$ cat src/rtl/irq_chain_pkg.sv
package irq_chain_pkg;

    typedef enum logic [1:0] {
        ST_IDLE  = 2'd0,
        ST_CLAIM = 2'd1,
        ST_PASS  = 2'd2
    } chain_st_t;

    // True when the width asked for by the strobes covers the responder's own width.
    function automatic logic width_ok(input int id_w, input logic ds1_n, input logic lword_n);
        if (id_w <= 8)
            return 1'b1;
        else if (id_w <= 16)
            return !ds1_n;
        else
            return !ds1_n && !lword_n;
    endfunction

endpackage

$ cat src/rtl/irq_req_hold.sv
module irq_req_hold #(
    parameter bit RELEASE_ON_ACK = 1'b1
) (
    input  logic clk,
    input  logic rst_n,
    input  logic req_set,
    input  logic ack_done,
    input  logic reg_acc,
    output logic pend
);
    logic reg_acc_q;
    logic reg_fall;
    logic release_ev;

    assign reg_fall   = reg_acc_q && !reg_acc;
    assign release_ev = RELEASE_ON_ACK ? ack_done : reg_fall;

    always_ff @(posedge clk) begin
        if (!rst_n) begin
            reg_acc_q <= 1'b0;
            pend      <= 1'b0;
        end else begin
            reg_acc_q <= reg_acc;
            // a new event wins over a release in the same cycle
            pend      <= req_set || (pend && !release_ev);
        end
    end
endmodule

$ cat src/rtl/irq_chain_fsm.sv
module irq_chain_fsm
    import irq_chain_pkg::*;
#(
    parameter int LEVEL = 3,
    parameter int ID_W  = 16
) (
    input  logic       clk,
    input  logic       rst_n,
    input  logic       pend,
    input  logic       iack_in_n,
    input  logic [2:0] addr_lvl,
    input  logic       ds0_n,
    input  logic       ds1_n,
    input  logic       lword_n,
    output logic       iack_out_n,
    output logic       dtack_n,
    output logic       drive_en,
    output logic       ack_done
);
    localparam logic [2:0] MY_LVL = 3'(LEVEL);

    chain_st_t state, state_nx;
    logic      iack_q;
    logic      iack_fall;
    logic      claim_ok;

    assign iack_fall = iack_q && !iack_in_n;
    assign claim_ok  = pend && (addr_lvl == MY_LVL) && width_ok(ID_W, ds1_n, lword_n);

    always_ff @(posedge clk) begin
        if (!rst_n) begin
            state  <= ST_IDLE;
            iack_q <= 1'b1;
        end else begin
            state  <= state_nx;
            iack_q <= iack_in_n;
        end
    end

    always_comb begin
        state_nx = state;
        unique case (state)
            ST_IDLE:  if (iack_fall) state_nx = claim_ok ? ST_CLAIM : ST_PASS;
            ST_CLAIM: if (ds0_n && ds1_n) state_nx = ST_IDLE;
            ST_PASS:  if (iack_in_n) state_nx = ST_IDLE;
            default:  state_nx = ST_IDLE;
        endcase
    end

    always_comb begin
        iack_out_n = 1'b1;
        dtack_n    = 1'b1;
        drive_en   = 1'b0;
        ack_done   = 1'b0;
        unique case (state)
            ST_IDLE:  ;
            ST_CLAIM: begin
                dtack_n  = 1'b0;
                drive_en = 1'b1;
                ack_done = ds0_n && ds1_n;
            end
            ST_PASS:  iack_out_n = 1'b0;
            default:  ;
        endcase
    end
endmodule

$ cat src/rtl/irq_id_drive.sv
module irq_id_drive #(
    parameter int ID_W  = 16,
    parameter int BUS_W = 32
) (
    input  logic             en,
    input  logic [ID_W-1:0]  status_id,
    output logic [BUS_W-1:0] data_out,
    output logic [BUS_W-1:0] data_oe
);
    for (genvar i = 0; i < BUS_W; i++) begin : g_lane
        if (i < ID_W) begin : g_own
            assign data_out[i] = en && status_id[i];
            assign data_oe[i]  = en;
        end else begin : g_idle
            assign data_out[i] = 1'b0;
            assign data_oe[i]  = 1'b0;
        end
    end
endmodule

$ cat src/rtl/irq_chain_responder.sv
module irq_chain_responder #(
    parameter int LEVEL          = 3,
    parameter int ID_W           = 16,
    parameter int BUS_W          = 32,
    parameter bit RELEASE_ON_ACK = 1'b1
) (
    input  logic             clk,
    input  logic             rst_n,
    input  logic             req_set,
    input  logic             reg_acc,
    input  logic [ID_W-1:0]  status_id,
    input  logic             iack_in_n,
    input  logic [2:0]       addr_lvl,
    input  logic             ds0_n,
    input  logic             ds1_n,
    input  logic             lword_n,
    output logic             irq_n,
    output logic             iack_out_n,
    output logic             dtack_n,
    output logic [BUS_W-1:0] data_out,
    output logic [BUS_W-1:0] data_oe
);
    logic pend;
    logic ack_done;
    logic drive_en;

    irq_req_hold #(.RELEASE_ON_ACK(RELEASE_ON_ACK)) u_hold (
        .clk      (clk),
        .rst_n    (rst_n),
        .req_set  (req_set),
        .ack_done (ack_done),
        .reg_acc  (reg_acc),
        .pend     (pend)
    );

    irq_chain_fsm #(.LEVEL(LEVEL), .ID_W(ID_W)) u_fsm (
        .clk        (clk),
        .rst_n      (rst_n),
        .pend       (pend),
        .iack_in_n  (iack_in_n),
        .addr_lvl   (addr_lvl),
        .ds0_n      (ds0_n),
        .ds1_n      (ds1_n),
        .lword_n    (lword_n),
        .iack_out_n (iack_out_n),
        .dtack_n    (dtack_n),
        .drive_en   (drive_en),
        .ack_done   (ack_done)
    );

    irq_id_drive #(.ID_W(ID_W), .BUS_W(BUS_W)) u_drv (
        .en        (drive_en),
        .status_id (status_id),
        .data_out  (data_out),
        .data_oe   (data_oe)
    );

    assign irq_n = !pend;
endmodule

$ cat config.mk
export PLATFORM = sky130hd
export DESIGN_NAME = irq_chain_responder
export DESIGN_NICKNAME = d
export VERILOG_FILES = /design/src/rtl/irq_chain_pkg.sv /design/src/rtl/irq_req_hold.sv /design/src/rtl/irq_chain_fsm.sv /design/src/rtl/irq_id_drive.sv /design/src/rtl/irq_chain_responder.sv
export SDC_FILE = /design/constraint.sdc
export NUM_CORES = 1
export LEC_CHECK = 0
export BUFFER_PORTS_ARGS = -buffer_cell sky130_fd_sc_hd__buf_2
export CORE_MARGIN = 2
export CORE_UTILIZATION = 30
export CTS_CLUSTER_DIAMETER = 80
export DETAILED_ROUTE_END_ITERATION = 10
export PLACE_DENSITY_LB_ADDON = 0.3
export SLEW_MARGIN = 15
export SYNTH_ARGS = -nofsm -noshare
export SYNTH_HDL_FRONTEND = slang
export SYNTH_SLANG_ARGS = --single-unit
$ cat constraint.sdc
create_clock -name clk -period 1.4 [get_ports clk]
set_input_delay 0.07 -clock clk [delete_from_list [all_inputs] [get_ports clk]]
set_output_delay 0.07 -clock clk [all_outputs]
set_load 0.01 [all_outputs]
==> run summary <==
Final cell count without fillers = 159
Hold buffers post-CTS = 0
Final period utilization = 0.889
Yosys top cell by area = buf_4
Vert. Die Dim = 50.7 um
Ys Warns = 0
Pwr Density = 478 nW/um2
RSZ-0062 raised after global routing = false
Initial DRC Count = 1
Leak pwr = 0.528 nW
Yosys top cell area share = 0.551
Full die area = 2570 um2
Max Fclk = 803 MHz
Seq cells post-synth = 4
Max Slew Vio Count = 0
Initial antenna violation count = 0
CP Capture Type = output port
GR Util met3 = 0.0476
Later-pin clock latency in the skew report = 0.24 ns
Met1 usage = 0.107
CTS root buf = clkbuf_4
Cells after synthesis = 87
Most frequent cells in the layout = buf_2, conb_1, and2_1
Top post-synthesis cells by area = buf_4, and2_1, dfxtp_1, nor3b_2, inv_1
Initial Util = 0.327
Min-delay worst type = in2reg
Clock sink count = 4
RePlAce Congestion = 0.676
Hold Vio Cnt, Final = 0
Mapped Avg Cell Area = 7.52 um2
Synth cell types = 19
DP Cell Count = 156
Synth-to-Final Area Change = 18.0%
Nets = 161
Post-CTS setup buffers = 0
DRC = 0
Setup TNS = 0 ns
Drt pass-1 iters = 2
Die X = 50.7 um
M2 GR Usage = 0.180
First-pass GRT wire length = 1990 um
GRT Total Usage = 0.103
Post-Syn Area = 654 um2
Status = finished clean
Final min period = 1.25 ns
Clock H-tree levels = 1
IO Count = 94
DR WL/cell = 8.04 um
Final setup vio count = 0
CTS clk-pin slew, worst paths = 0.04 ns
Total Routed Length = 1280 um
Worst Path Max Fanout = 18
Worst Path Arrival = 1.18 ns
CTS Buf Count = 3
Via count = 582
Most common cell after layout, fill and taps aside = buf_2
Share of cells above drive strength 1 = 0.500
Crit path kind = reg2out
Antenna Violating Nets Remaining = 0
Largest net degree at the start of global routing = 19
Req. time, crit path = 1.33 ns
Skew final = 0.00278 ns
Worst vdd ir = 325 uV
Core ar. = 2000 um2
Kind of launch point of the worst setup path = flip-flop
Vias in the first global route = 472
Site Rows = 16
Antenna diodes = 0
Max_cap viols = 0
Total grt overflow = 0
CTS tree = yes
Clk buf depth = 2
Seq/Total Area, Yosys = 0.122
Post-CTS Resized = 0
Port Buffer Count = 59
Via density = 3.66
Gr busiest metal = met2
[per-stage QoR]
stage                     utilization  power [W]  hold WS, ns  setup slack, ns  area, um2
after detailed placement        0.374   0.000222        0.289            0.322        749
after global placement          0.374   0.000221        0.271            0.341        749
final                           0.386   0.000369       0.0400            0.155        772
after CTS                       0.386   0.000375       0.0384            0.141        772
after global routing            0.386   0.000401       0.0491           0.0304        772
after floorplan                     -   0.000249        0.166            0.109        771
[final timing paths]
check	startpoint	cells after the start	slack (ns)	to
worst max-delay path	u_fsm.state[1]	4	0.15	data_out[7]
worst min-delay path	iack_in_n	2	0.04	u_fsm.iack_q
worst max register to register	u_fsm.state[0]	3	0.32	u_fsm.state[0]
worst min register to register	u_fsm.iack_q	2	0.50	u_fsm.state[1]
[power breakdown]
| group | switching (W) | internal, W |
|---|---|---|
| Clock | 0.0000510 | 0.0000961 |
| Combinational | 0.0000616 | 0.0000367 |
| Sequential | 0.00000375 | 0.000120 |
[Yosys cell counts (all sizes together)]
master and count:
buf 48, and2 16, dfxtp 4, inv 3, clkbuf 2, a21oi 1, a31oi 1, a32o 1
conb 1, nand2 1, nand2b 1, nand4b 1, nor2 1, nor2b 1, nor3b 1, o21a 1
o21ai 1, or2b 1, or3b 1
[sequential cells by signal (all words and copies together) (netlist names)]
| register | flops |
|---|---|
| u_fsm.state | 2 |
| u_hold.pend | 1 |
| u_fsm.iack_q | 1 |
[cell families (layout without fill, tap and decap cells)]
group / Yosys count / after routing / share of synthesized area
DFF: 4 / 4 / 0.122
and+or+nand+nor: 24 / 24 / 0.241
buffers and inverters: 53 / 67 / 0.579
other: 1 / 32 / 0.00573
AOI/OAI and AO/OA: 5 / 5 / 0.0516
[worst max-delay path, stage by stage, from the launching register on]
cell,delay (ns)
dfxtp_1,0.39
nor2b_2,0.06
buf_4,0.18
and2_1,0.16
buf_2,0.13
[layer usage]
layer / wire [um] / up-vias / part of all wire
met1: 396 / 240 / 0.31
met5: 0 / - / 0
met4: 13 / 0 / 0.010
met2: 651 / 62 / 0.51
met3: 216 / 2 / 0.17
li1: - / 278 / -
[final cells by class]
type | instances | area (um2)
multi-input combinational | 61 | 314
inverter | 3 | 11.3
clock buffer | 3 | 22.5
fill | 227 | 1230
sequential | 4 | 80.1
timing repair buffer | 61 | 310
tap | 27 | 33.8
No activity file was read; power rests on OpenSTA's default activity.
